--- config.mk ---
export PLATFORM = sky130hd
export DESIGN_NAME = ttfu_unit
export DESIGN_NICKNAME = d
export VERILOG_FILES = /design/src/rtl/ttfu_pkg.sv /design/src/rtl/ttfu_lock_ctl.sv /design/src/rtl/ttfu_alu.sv /design/src/rtl/ttfu_unit.sv
export SDC_FILE = /design/constraint.sdc
export NUM_CORES = 1
export LEC_CHECK = 0
export BUFFER_PORTS_ARGS = -buffer_cell sky130_fd_sc_hd__buf_2
export CAP_MARGIN = 20
export CORE_AREA = 2 2 142 144
export DETAILED_ROUTE_END_ITERATION = 10
export DIE_AREA = 0 0 144 146
export PLACE_DENSITY_LB_ADDON = 0.12
export SLEW_MARGIN = 20
export SYNTH_ARGS = -nofsm -noshare
export SYNTH_HDL_FRONTEND = slang
export SYNTH_SLANG_ARGS = --single-unit
export TNS_END_PERCENT = 20
--- constraint.sdc ---
create_clock -name clk -period 5.45 [get_ports clk]
set_clock_uncertainty 0.1 [all_clocks]
set_input_delay 0.2725 -clock clk [delete_from_list [all_inputs] [get_ports clk]]
set_output_delay 0.2725 -clock clk [all_outputs]
set_load 0.01 [all_outputs]
--- src/rtl/ttfu_pkg.sv ---
package ttfu_pkg;

    localparam int OPC_W = 2;

    // Operation selected by the code moved with the trigger
    typedef enum logic [OPC_W-1:0] {
        OPC_ADD  = 2'd0,
        OPC_SUB  = 2'd1,
        OPC_MUL  = 2'd2,
        OPC_RSUB = 2'd3
    } opc_e;

endpackage

--- src/rtl/ttfu_lock_ctl.sv ---
// Decides whether a trigger move is taken or dropped under the global lock.
module ttfu_lock_ctl (
    input  logic glock,
    input  logic trig_we,
    output logic fu_ready,
    output logic accept,
    output logic drop
);

    always_comb begin
        fu_ready = ~glock;
        accept   = trig_we & ~glock;
        drop     = trig_we & glock;
    end

endmodule

--- src/rtl/ttfu_alu.sv ---
// Combinational operation stage between the capture stage and the result register.
module ttfu_alu
    import ttfu_pkg::*;
#(
    parameter int DATA_W  = 16,
    parameter bit HAS_MUL = 1'b1
) (
    input  opc_e              opc,
    input  logic [DATA_W-1:0] a,
    input  logic [DATA_W-1:0] b,
    output logic [DATA_W-1:0] y
);

    localparam int PROD_W = 2 * DATA_W;

    logic [DATA_W-1:0] prod_lo;

    generate
        if (HAS_MUL) begin : g_mul
            logic [PROD_W-1:0] prod_full;
            always_comb begin
                prod_full = PROD_W'(a) * PROD_W'(b);
                prod_lo   = prod_full[DATA_W-1:0];
            end
        end else begin : g_nomul
            always_comb prod_lo = '0;
        end
    endgenerate

    always_comb begin
        unique case (opc)
            OPC_ADD:  y = a + b;
            OPC_SUB:  y = a - b;
            OPC_MUL:  y = prod_lo;
            OPC_RSUB: y = b - a;
            default:  y = '0;
        endcase
    end

endmodule

--- src/rtl/ttfu_unit.sv ---
module ttfu_unit
    import ttfu_pkg::*;
#(
    parameter int DATA_W  = 16,
    parameter bit HAS_MUL = 1'b1
) (
    input  logic              clk,
    input  logic              rst_n,
    input  logic              glock,
    input  logic              opnd_we,
    input  logic [DATA_W-1:0] opnd_data,
    input  logic              trig_we,
    input  logic [DATA_W-1:0] trig_data,
    input  logic [OPC_W-1:0]  trig_opc,
    output logic              fu_ready,
    output logic              res_ready,
    output logic [DATA_W-1:0] res_data,
    output logic              ovf_flag
);

    typedef struct packed {
        logic [DATA_W-1:0] opnd;   // operand port register
        logic              s1_v;   // capture stage valid
        logic [DATA_W-1:0] s1_a;   // shadow copy of the operand
        logic [DATA_W-1:0] s1_b;   // trigger data
        opc_e              s1_op;
        logic              s2_v;   // result stage valid
        logic [DATA_W-1:0] res;
        logic              ovf;
    } state_t;

    state_t            st_d, st_q;
    logic              accept, drop;
    logic [DATA_W-1:0] alu_y;

    ttfu_lock_ctl u_lock (
        .glock    (glock),
        .trig_we  (trig_we),
        .fu_ready (fu_ready),
        .accept   (accept),
        .drop     (drop)
    );

    ttfu_alu #(
        .DATA_W  (DATA_W),
        .HAS_MUL (HAS_MUL)
    ) u_alu (
        .opc (st_q.s1_op),
        .a   (st_q.s1_a),
        .b   (st_q.s1_b),
        .y   (alu_y)
    );

    always_comb begin
        st_d = st_q;
        if (!glock) begin
            if (opnd_we) begin
                st_d.opnd = opnd_data;
            end
            st_d.s1_v = accept;
            if (accept) begin
                st_d.s1_a  = st_q.opnd;
                st_d.s1_b  = trig_data;
                st_d.s1_op = opc_e'(trig_opc);
            end
            st_d.s2_v = st_q.s1_v;
            if (st_q.s1_v) begin
                st_d.res = alu_y;
            end
        end
        if (drop) begin
            st_d.ovf = 1'b1;
        end
    end

    always_ff @(posedge clk or negedge rst_n) begin
        if (!rst_n) begin
            st_q <= '0;
        end else begin
            st_q <= st_d;
        end
    end

    assign res_ready = st_q.s2_v;
    assign res_data  = st_q.res;
    assign ovf_flag  = st_q.ovf;

endmodule

== Yosys cells after proc, flatten, opt, wreduce, memory -nomap -nowiden ==
Cells that the tools add are included.
Cells by class
  shift-type cells: 0
  $lt $le $gt $ge: 0
  multiply operators: 1
  equal/unequal tests: 3
  mux-type cells: 1
  divide/modulo/power cells: 0
  bitwise logic cells: 3
  reductions and logical operators: 4
  add/sub/neg operators: 3
Operators with widths (count)
  $pmux W16 S4: 1
  $sub A16 B16 Y16: 2
  $add A16 B16 Y16: 1
  $mul A16 B16 Y16: 1
  $reduce_and A2 Y1: 3
  $eq A2 B2 Y1 const B: 2
  $and A1 B1 Y1: 2
  $eq A2 B1 Y1 const B: 1
  $logic_not A2 Y1: 1
  $not A1 Y1: 1
Storage, ports and cells
  memories kept: 0
  memory bits (writable): 0
  flip-flop bits (word level): 69
  input bits: 39
  logic and storage cells: 23
  ROM bits: 0
  bits in latches: 0

== Depth between registers and ports, before layout ==
  depth in word-level cells: 3
  gate-level depth with buffers: 22
  depth with buffers taken out: 21

== Cells and area by module ==
A second synthesis with hierarchy kept.
Unflattened totals
  cells, all modules: 931
  area, all modules: 8886.0 um^2
By module, submodules not included
  ttfu_alu: cells an instance 763, seq. area each 0.0 um^2, area each 5969.5 um^2, times used 1
  ttfu_unit: cells an instance 165, seq. area each 1726.7 um^2, area each 2900.3 um^2, times used 1
  ttfu_lock_ctl: cells an instance 3, seq. area each 0.0 um^2, area each 16.3 um^2, times used 1

== Least setup slack after synthesis ==
OpenSTA, ideal clock, no wires.
  kind: register -> register
  from: register st_q[40] (netlist name)
  to: register st_q (netlist bit res_data[14])
  data arrival time: 5.303 ns
  period minus slack after synthesis: 5.529 ns
  setup time: 0.126 ns
  buffers on the path: 2
  data required time: 5.224 ns
  stages on the path, launching flop included: 22
  setup slack: -0.079 ns
  cells stage by stage: dfrtp_1 clkbuf_1 clkbuf_1 and2_1 fa_1 inv_1 fa_1 fa_1 fa_1 inv_1 fa_1 inv_1 fa_1 inv_1 ha_1 a21o_1 a41oi_1 o21bai_1 a21oi_1 xnor2_1 a211oi_1 a21oi_1
Between the ends
  cells in the longest elaborated chain, start to end: 2
Ends and longest elaborated chain
  start, declared: line ttfu_unit.sv:32  | state_t st_d, st_q;
  start signal, assigned: line ttfu_unit.sv:80  | st_q <= st_d;
  $mul A16 B16 Y16 (tied with other cells): line ttfu_alu.sv:22  | prod_full = PROD_W'(a) * PROD_W'(b);
  $pmux W16 S4 *: line ttfu_alu.sv:31  | unique case (opc)
Every way passes the cells marked *; elsewhere a longest branch is shown, timed or not.
A chain may end at the register's enable or synchronous reset.

== Worst setup path in the final report ==
  from: register st_q[43] (netlist name)
  to: register st_q (netlist bit res_data[13])
Same word-level chain as after synthesis.

==> results.json <==
{
  "status": "complete, but fails checks",
  "violations": "hold timing",
  "cp-start-kind": "flip-flop",
  "vias": 6702,
  "multiInputGateArea_mm2": 0.00621,
  "place_worst_setup_slack_ns": -0.0483,
  "rsz0062_at_grt": "yes",
  "cts_max_level": 3,
  "diodes": 0,
  "grt.overflow.total": 0,
  "dieWidth_um": 144,
  "avgRoutedWirePerCell_um": 18.2,
  "crit_arrival_ns": 5.46,
  "cts.sinks": 69,
  "drive_gt1_frac": 0.197,
  "drtAntennaViolNets": 0,
  "register_area_mm2": 0.00174,
  "place_hpwl_mm": 18.9,
  "clkTransAtPathRegs_ns": 0.06,
  "grt_util_all_layers": 0.238,
  "grt_pass1_vias": 6784,
  "port-buffer-count": 57,
  "slowest_delay_ns": 0.52,
  "final_cells": 1307,
  "fin_util": 0.512,
  "insertion_delay_ns": 0.35,
  "min-delay-path-class": "input port to async pin",
  "cp_max_fo": 6,
  "initial_core_util": 0.446,
  "synth_nets": 1178,
  "drt_iter0_drc": 375,
  "cts_tree": "done",
  "critPathKind": "flip-flop to flip-flop",
  "fin_ws_ns": 0.115,
  "end_kind": "flip-flop",
  "dp.cells": 1288,
  "finalWirelength_mm": 23.8,
  "final_nets": 1249,
  "yosysWarningCount": 0,
  "syn_area_mm2": 0.00862,
  "cp_cell_sequence": "buf_4, buf_4, nand2_1, fa_1, fa_2, fa_1, fa_1, inv_1, fa_1, inv_1, fa_1, inv_1, ha_4, buf_4, nand3_1, a21oi_2, nor3_2, xnor2_1, a221oi_1, a21oi_1",
  "holdWs_ns": -0.0410,
  "slew_headroom": 0.376,
  "drc": 0,
  "tightest_slew_ns": 0.935,
  "synth-seq-cells": 69,
  "clock_path_buffers": 2,
  "grt_max_degree": 70,
  "finalMaxSlewViolations": 0,
  "area_growth_pct": 14.9,
  "cap_violations": 0,
  "post-route-min-period_ns": 5.33,
  "layout_commonest_cell": "inv_1",
  "cts_root_buf": "clkbuf_16",
  "hold_viol": 41,
  "antenna_found_initial": 0,
  "grt_pass1_wl_mm": 37.9,
  "async_reset_ff_frac": 1.00,
  "fmaxAchievable_mhz": 187,
  "cts_hold_buf": 0,
  "cts_buffers": 9,
  "die-area_mm2": 0.0210,
  "vias_per_cell": 5.13,
  "synth_edf_count": 0,
  "timing.setup.tns_ns": 0,
  "setup_viol": 0,
  "fp-row-count": 51,
  "core_area_mm2": 0.0193,
  "required_ns": 5.57,
  "postSynthAreaPerCell_um2": 8.92,
  "ys_types": 53,
  "detail_route.first_pass.iterations": 5,
  "die_y_um": 146,
  "critPathSlowestCell": "fa_1",
  "synth-seq-area-share": 0.200,
  "place_congestion": 0.917,
  "fin_crit_sh": 0.979,
  "postSynthCellCount": 966,
  "layout_common_cells": "inv_1 (146), nand2_1 (108), ha_1 (86)",
  "synth_flop_cell": "dfrtp_1",
  "cpMostUsedCell": "fa_1",
  "design.portCount": 58,
  "nFillCells": 1821
}
==> registers in the layout, indices dropped and copies added (netlist names) <==
register,cells
res_ready,1
st_q,51
res_data,16
ovf_flag,1
==> final timing paths <==
check,from,end,slack [ns],depth (start not counted)
worst max register to register,st_q[43]$_DFFE_PN0P_,res_data[13]$_DFFE_PN0P_,0.12,20
max in group asynchronous,rst_n,st_q[25]$_DFFE_PN0P_,4.61,1
worst max-delay path,st_q[43]$_DFFE_PN0P_,res_data[13]$_DFFE_PN0P_,0.12,20
min in group clk,trig_data[10],st_q[30]$_DFFE_PN0P_,0.02,3
worst min-delay path,rst_n,ovf_flag$_DFFE_PN0P_,-0.04,1
worst min register to register,ovf_flag$_DFFE_PN0P_,ovf_flag$_DFFE_PN0P_,0.36,1
==> metrics by stage <==
stage               instance area [um^2]  hold WS, ns
detailed placement                  9380        0.352
global route                        9900       0.0411
finish                              9900      -0.0410
floorplan                           8620       -0.123
global placement                    9380        0.338
CTS                                 9720      0.00969
==> worst max-delay path: cells and delay by family, from the launching register on <==
family,cells,cell delay (ns)
adders and majority gates,7,3.09
DFF,1,0.45
AOI/OAI and AO/OA,3,0.57
xor gates and xnor gates,1,0.16
and+or+nand+nor,3,0.24
buffers and inverters,6,0.58
==> metal layers <==
| metal | up-vias | global-route usage | wire length (um) |
|---|---|---|---|
| met5 | - | 0 | 0 |
| met4 | 0 | 0.0593 | 431 |
| met3 | 26 | 0.0237 | 796 |
| met2 | 139 | 0.365 | 10700 |
| met1 | 3298 | 0.359 | 11900 |
| li1 | 3239 | - | - |
==> timing repair <==
item / CTS / global route
pin swaps: 0 / 31
buffers inserted: 0 / 3
resized for setup: 4 / 36
setup endpoints to repair: 3 / 7
==> logic make-up (layout without fill, tap and decap cells) <==
group	after synthesis	after routing	synth area share
buffers and inverters	202	278	0.0964
adders and majority gates	173	173	0.323
DFF	69	69	0.200
xor gates and xnor gates	76	76	0.0789
muxes	35	35	0.0453
AOI/OAI and AO/OA	144	144	0.111
and+or+nand+nor	267	267	0.145
==> synthesized netlist by cell type (all sizes together), types with 24 or more instances <==
master  count  area share
a21oi      29       0.017
fa         82        0.19
clkbuf     31       0.014
nor2       62       0.027
buf        24       0.019
nand2     108       0.047
ha         91        0.13
inv       146       0.064
and2       49       0.036
xnor2      62       0.063
dfrtp      69        0.20
mux2       32       0.042
o21ai      37       0.021
==> layout make-up <==
| class | count | area share |
|---|---|---|
| Sequential cell | 69 | 0.176 |
| Tap cell | 265 | 0.0335 |
| Clock inverter | 6 | 0.00935 |
| Clock buffer | 10 | 0.0241 |
| Multi-Input combinational cell | 695 | 0.627 |
| Timing Repair Buffer | 115 | 0.0742 |
| Inverter | 147 | 0.0557 |
Power is not shown: default switching activity piles up to over one toggle a cycle in this logic, so the estimate is an artifact.
